### config.mk
export PLATFORM = sky130hd
export DESIGN_NAME = lp_mode_seq
export DESIGN_NICKNAME = d
export VERILOG_FILES = /design/src/rtl/lp_seq_pkg.sv /design/src/rtl/lp_idle_gate.sv /design/src/rtl/lp_state_ctl.sv /design/src/rtl/lp_bus_drive.sv /design/src/rtl/lp_mode_seq.sv
export SDC_FILE = /design/constraint.sdc
export NUM_CORES = 1
export LEC_CHECK = 0
export CORE_AREA = 5 5 42 44
export CTS_CLUSTER_DIAMETER = 30
export DETAILED_ROUTE_END_ITERATION = 7
export DIE_AREA = 0 0 47 49
export SETUP_SLACK_MARGIN = 0.4
export SYNTH_ARGS = -nofsm -noshare
export SYNTH_HDL_FRONTEND = slang
export SYNTH_SLANG_ARGS = --single-unit
### constraint.sdc
create_clock -name clk -period 1.1 [get_ports clk]
set_input_delay 0.22 -clock clk [delete_from_list [all_inputs] [get_ports clk]]
set_output_delay 0.22 -clock clk [all_outputs]
set_load 0.005 [all_outputs]
### src/rtl/lp_seq_pkg.sv
package lp_seq_pkg;
  localparam int CMD_W = 4;
  localparam logic [CMD_W-1:0] CMD_NOP  = 4'b0111;
  localparam logic [CMD_W-1:0] CMD_AREF = 4'b0001;

  typedef enum logic [2:0] {
    ST_RUN  = 3'd0,
    ST_ARM  = 3'd1,
    ST_DROP = 3'd2,
    ST_DOWN = 3'd3,
    ST_RISE = 3'd4
  } seq_state_e;

  typedef enum logic [1:0] {
    LPM_RUN  = 2'd0,
    LPM_PRE  = 2'd1,
    LPM_ACT  = 2'd2,
    LPM_SELF = 2'd3
  } lp_mode_e;
endpackage

### src/rtl/lp_idle_gate.sv
module lp_idle_gate #(
  parameter int IDLE_CYCLES = 1
) (
  input  logic clk,
  input  logic rst_n,
  input  logic busy,
  input  logic sleep_req,
  output logic go
);
  localparam int CNT_W = $clog2(IDLE_CYCLES + 1);
  localparam logic [CNT_W-1:0] CNT_MAX = CNT_W'(IDLE_CYCLES);

  logic [CNT_W-1:0] quiet_cnt;

  always_ff @(posedge clk) begin
    if (!rst_n)                quiet_cnt <= '0;
    else if (busy)             quiet_cnt <= '0;
    else if (quiet_cnt != CNT_MAX) quiet_cnt <= quiet_cnt + 1'b1;
  end

  assign go = sleep_req && !busy && (quiet_cnt == CNT_MAX);
endmodule

### src/rtl/lp_state_ctl.sv
module lp_state_ctl
  import lp_seq_pkg::*;
(
  input  logic       clk,
  input  logic       rst_n,
  input  logic       go,
  input  logic       busy,
  input  logic       wake_req,
  input  logic       self_req,
  input  logic       bank_open,
  output seq_state_e state,
  output lp_mode_e   mode_q
);
  seq_state_e state_nx;
  lp_mode_e   mode_nx;

  always_comb begin
    state_nx = state;
    mode_nx  = mode_q;
    unique case (state)
      ST_RUN:  if (go) state_nx = ST_ARM;
      ST_ARM: begin
        if (busy) state_nx = ST_RUN;
        else begin
          state_nx = ST_DROP;
          if (self_req)       mode_nx = LPM_SELF;
          else if (bank_open) mode_nx = LPM_ACT;
          else                mode_nx = LPM_PRE;
        end
      end
      ST_DROP: state_nx = ST_DOWN;
      ST_DOWN: if (wake_req) state_nx = ST_RISE;
      ST_RISE: begin
        state_nx = ST_RUN;
        mode_nx  = LPM_RUN;
      end
      default: begin
        state_nx = ST_RUN;
        mode_nx  = LPM_RUN;
      end
    endcase
  end

  always_ff @(posedge clk) begin
    if (!rst_n) begin
      state  <= ST_RUN;
      mode_q <= LPM_RUN;
    end else begin
      state  <= state_nx;
      mode_q <= mode_nx;
    end
  end
endmodule

### src/rtl/lp_bus_drive.sv
module lp_bus_drive
  import lp_seq_pkg::*;
(
  input  seq_state_e       state,
  input  lp_mode_e         mode_q,
  input  logic [CMD_W-1:0] cmd_in,
  output logic             cke,
  output logic [CMD_W-1:0] cmd_out,
  output logic             ready
);
  always_comb begin
    cke     = 1'b1;
    cmd_out = CMD_NOP;
    ready   = 1'b0;
    unique case (state)
      ST_RUN: begin
        cmd_out = cmd_in;
        ready   = 1'b1;
      end
      ST_DROP: begin
        cke     = 1'b0;
        cmd_out = (mode_q == LPM_SELF) ? CMD_AREF : CMD_NOP;
      end
      ST_DOWN: cke = 1'b0;
      default: ;
    endcase
  end
endmodule

### src/rtl/lp_mode_seq.sv
module lp_mode_seq
  import lp_seq_pkg::*;
#(
  parameter int IDLE_CYCLES = 1
) (
  input  logic             clk,
  input  logic             rst_n,
  input  logic             sleep_req,
  input  logic             self_req,
  input  logic             wake_req,
  input  logic             busy,
  input  logic             bank_open,
  input  logic [CMD_W-1:0] cmd_in,
  output logic             cke,
  output logic [CMD_W-1:0] cmd_out,
  output logic             ready,
  output logic [1:0]       mode
);
  logic       go;
  seq_state_e state;
  lp_mode_e   mode_q;

  lp_idle_gate #(.IDLE_CYCLES(IDLE_CYCLES)) u_gate (
    .clk(clk), .rst_n(rst_n), .busy(busy), .sleep_req(sleep_req), .go(go)
  );

  lp_state_ctl u_ctl (
    .clk(clk), .rst_n(rst_n), .go(go), .busy(busy), .wake_req(wake_req),
    .self_req(self_req), .bank_open(bank_open), .state(state), .mode_q(mode_q)
  );

  lp_bus_drive u_drv (
    .state(state), .mode_q(mode_q), .cmd_in(cmd_in),
    .cke(cke), .cmd_out(cmd_out), .ready(ready)
  );

  assign mode = mode_q;
endmodule

Word-level counts from Yosys, hierarchy flattened
Cells that the tools add are included.
{"block": "word_totals", "mem_bits_ro": 0, "mem_bits_rw": 0, "latchBits": 0, "ff_bits": 6, "word_cells": 35, "n_memories": 0}
{"block": "classes", "mux": 13, "shift": 0, "n_reduce_logical": 9, "n_addsub": 1, "div": 0, "n_lt_le_gt_ge": 0, "mul": 0, "eq_ne": 7, "bitwise": 2}
{"operator": "$pmux W3 S4", "n": 1}
{"operator": "$mux W3", "n": 3}
{"operator": "$mux W2", "n": 4}
{"operator": "$pmux W4 S2", "n": 1}
{"operator": "$eq A3 B2 Y1 const B", "n": 2}
{"operator": "$ne A2 B2 Y1 const B", "n": 3}
{"operator": "$pmux W2 S2", "n": 1}
{"operator": "$reduce_and A2 Y1", "n": 2}
{"operator": "$reduce_or A2 Y1", "n": 2}
{"operator": "$eq A3 B1 Y1 const B", "n": 1}
{"operator": "$logic_not A3 Y1", "n": 1}
{"operator": "$mux W1", "n": 3}
{"operator": "$reduce_or A3 Y1", "n": 1}
{"operator": "$eq A2 B2 Y1 const B", "n": 1}
{"operator": "$logic_and A1 B1 Y1", "n": 2}
{"operator": "$not A1 Y1", "n": 2}
{"operator": "$add A1 B1 Y1 const B", "n": 1}
{"operator": "$logic_not A1 Y1", "n": 1}

Longest topological paths before layout
{"block": "depth", "word_depth": 5, "mapped_depth": 3, "ltp_nobuf": 3}

Hierarchy
A second synthesis with hierarchy kept.
{"block": "unflattened", "hier_cells": 34, "hier_area_um2": 289.0}
{"module": "lp_state_ctl", "cells_each": 21, "seq_area_each_um2": 100.1, "n_inst": 1, "area_each_um2": 197.7}
{"module": "lp_bus_drive", "cells_each": 10, "seq_area_each_um2": 0.0, "n_inst": 1, "area_each_um2": 56.3}
{"module": "lp_idle_gate", "cells_each": 3, "seq_area_each_um2": 20.0, "n_inst": 1, "area_each_um2": 35.0}

Least setup slack after synthesis
Ideal clock, no wire load.
{"block": "synth_path", "path_type": "flip-flop to output port", "startpoint": "register u_ctl.state[1]", "endpoint": "output cmd_out[3]", "slack_ps": 15, "arrival_time_ps": 865, "path_stages_with_launch": 3, "path_cell_list": "dfxtp_1 nor3_1 and2_1"}
{"block": "synth_via", "elab_chain_cells": 2, "word_cells_on_any_way": 3, "cone_classes": "eq/ne (1); mux (1); reduce/logical (1)"}
{"item": "start: declaration", "line": "lp_state_ctl.sv:11", "source": "output seq_state_e state,"}
{"item": "start signal: assignment", "line": "lp_state_ctl.sv:49", "source": "state <= state_nx;"}
{"item": "$eq A3 B2 Y1 / $logic_not A3 Y1 (equally long branches)", "line": "lp_bus_drive.sv:15", "source": "unique case (state)"}
{"item": "$pmux W4 S2 (*)", "line": "lp_bus_drive.sv:15"}
{"item": "end: declaration", "line": "lp_mode_seq.sv:15", "source": "output logic [CMD_W-1:0] cmd_out,"}
Every way passes the cells marked *; elsewhere a longest branch is shown, timed or not.

Worst setup path in the final report
{"block": "layout_path", "startpoint": "register u_ctl.state[1]", "endpoint": "output cmd_out[0]"}
Same word-level chain as after synthesis.

==> summary.md <==
| Metric | Value |
|---|---|
| Global-route wire length before repair | 1360 um |
| Final setup viols | 9 |
| Mapped Cells | 33 |
| Die ar. | 2300 um2 |
| Detailed-placement wirelength estimate | 623 um |
| Tcrit/Tclk final | 119% |
| Final Max Slew Viols | 0 |
| Gr usage total | 8.53% |
| Diode count | 0 |
| CTS Hold Bufs | 0 |
| Slew HR | 85.6% |
| Initial Util | 19.3% |
| Critical path required time | 0.88 ns |
| Max IR drop VDD | 460 uV |
| Hold crit path type | primary input to flip-flop |
| Worst reg2reg path depth | 6 |
| Final min period | 1.30 ns |
| Global routing usage on met1 | 9.47% |
| Commonest non-fill, non-tap cells in the layout | buf_6, clkdlybuf4s50_1, buf_4, nor2_1, buf_2 |
| Slowest CP cell | dfxtp_4 |
| Port bufs | 18 |
| Antenna violations before repair | 0 |
| P&R area growth vs syn | 155% |
| Delay of the slowest critical-path stage | 0.36 ns |
| Syn Nets | 44 |
| Clock Skew | 0.00964 ns |
| Violations in the final reports | negative setup slack |
| Netlist cell types | 15 |
| Final #Nets | 81 |
| Drt pass-1 iters | 3 |
| Worst slew pin tran | 0.215 ns |
| Cell Area, Synth | 270 um2 |
| Peak Freq | 767 MHz |
| Root buffer cell | clkbuf_4 |
| Top delay family on crit path | flip-flops |
| Vias after detailed routing | 372 |
| Drc violations | 0 |
| H-Tree Depth | 1 |
| Design area | 689 um2 |
| Placed Area | 547 um2 |
| Met3 Resource Use GR | 4.43% |
| Share of cells above drive strength 1 | 62.3% |
| Grt met2 use | 11.5% |
| Commonest non-fill, non-tap cell in the layout | buf_6 |
| Die span in x | 47 um |
| Routability cong. | 0.783 |
| TritonCTS Sinks | 6 |
| Final hold vios | 0 |
| CTS buffer count | 3 |
| Levels on crit path | 4 |
| Skew-Pair Late Insertion Delay | 0.25 ns |
| Via density | 4.38 |
| Vias in the first global route | 325 |
| CTS tree | yes |
| CP Launch Type | flip-flop |
| Setup Crit Path Kind | flip-flop to output port |
| Leak Pwr | 0.000292 uW |
| Syn avg cell area | 8.19 um2 |
| Die Height | 49 um |
| Max Cap Violations | 0 |
| Floorplan row count | 14 |
| GRT Max-Usage Layer | met2 |
| CTS Buffer Depth | 2 |
| CP bufs+invs | 2 |
| Pwr Density | 809 nW/um2 |
| Final ANT Viol Nets | 0 |
| PnR worst setup slack | -0.204 ns |
| FF-to-FF setup slack | -0.15 ns |
| CP Cell Sequence | nor3_4, buf_4, nand2b_1, buf_2 |
| Post-layout util | 49.2% |
| Outcome | finished with violations |
| Hold Path Depth | 3 |
| Synthesized flop and latch total | 6 |
| Critical path endpoint category | output port |
| Core area | 1400 um2 |
| Critical path fanouts, max | 4 |
| CTS clk-pin slew, worst paths | 0.05 ns |
| Wire per inst | 10.4 um |
| Unrepaired setup endpoints after global routing | yes |
| Worst EP arrival | 1.08 ns |
| Synthesis Warnings | 0 |
| Largest net degree at the start of global routing | 6 |
| # IOs | 19 |
| Initial drt markers | 3 |
| Final wirelength | 881 um |
| Post-synthesis sequential area ratio | 44.4% |
| GRT overflow | 0 |
## worst reg2reg max path: stages, from the launching register on
cell and delay, ns:
dfxtp_4 0.36, buf_6 0.12, buf_6 0.11, nor3b_4 0.24, buf_4 0.17, nor2_2 0.04
a211oi_2 0.13
## per-stage QoR
| stage | setup WS (ns) | setup TNS, ns | hold WS [ns] | total power (uW) | std cells |
|---|---|---|---|---|---|
| detailed placement | -0.520 | -2.94 | 0.531 | 334 | 74 |
| finish | -0.204 | -1.12 | 0.418 | 558 | 85 |
| CTS | -0.231 | -1.03 | 0.411 | 562 | 81 |
| global route | -0.275 | -1.79 | 0.420 | 595 | 85 |
| floorplan | 0.181 | 0 | 0.292 | 255 | 33 |
| global placement | -0.477 | -2.82 | 0.534 | 332 | 74 |
## Yosys cell counts
cell / count / share of area [%]
nor2_1: 9 / 12
and3_1: 1 / 2.3
and2_1: 1 / 2.3
a21oi_1: 1 / 1.9
nor3b_4: 1 / 6.9
a311oi_1: 1 / 3.2
nor3_1: 2 / 3.7
a211oi_1: 1 / 2.8
nand2b_1: 3 / 6.9
inv_1: 2 / 2.8
a31oi_1: 1 / 2.3
nor3b_1: 1 / 2.8
o21ai_0: 2 / 3.7
dfxtp_1: 6 / 44
nand2_1: 1 / 1.4
## metal layers
metal | vias up | part of all wire, %
met5 | - | 0
met4 | 0 | 3.1
met3 | 5 | 12
met2 | 17 | 51
met1 | 163 | 33
li1 | 187 | -
## where the power goes
group | internal (uW) | switching, uW | total (uW)
sequential | 219 | 3.96 | 223
clock | 138 | 82.9 | 220
combinational | 75.1 | 38.8 | 114
total | 432 | 126 | 558
## state kept, by name (all words and copies together) (netlist names)
register          cells
u_ctl.mode_q          2
u_gate.quiet_cnt      1
u_ctl.state           3
## area by class of cell
| type | instances | area, um2 |
|---|---|---|
| Sequential cell | 6 | 131 |
| Inverter | 2 | 7.51 |
| Clock buffer | 4 | 26.3 |
| Fill cell | 143 | 712 |
| Timing Repair Buffer | 32 | 298 |
| Tap cell | 16 | 20.0 |
| Multi-Input combinational cell | 25 | 206 |
## worst paths after layout
path / startpoint / end
setup reg to reg: u_ctl.state[1]$_SDFFE_PN0P_ / u_ctl.mode_q[1]$_SDFFE_PN0P_
hold reg to reg: u_gate.quiet_cnt$_SDFF_PP0_ / u_ctl.state[0]$_SDFFE_PN0P_
hold / removal: rst_n / u_ctl.state[2]$_SDFFE_PN0P_
setup / recovery: u_ctl.state[1]$_SDFFE_PN0P_ / cmd_out[0]
## repair_timing
item                                    CTS  global route
pin swaps                                 7             8
endpoints found under the setup margin   14            13
buffers inserted                          3             4
resized for setup                        52            10
## cells by family after synthesis
family                 share of synthesized area, %
buffers and inverters                          2.78
AOI/OAI and AO/OA                              13.9
DFF                                            44.4
and+or+nand+nor                                38.9
Power figures use the tool's default switching activity.
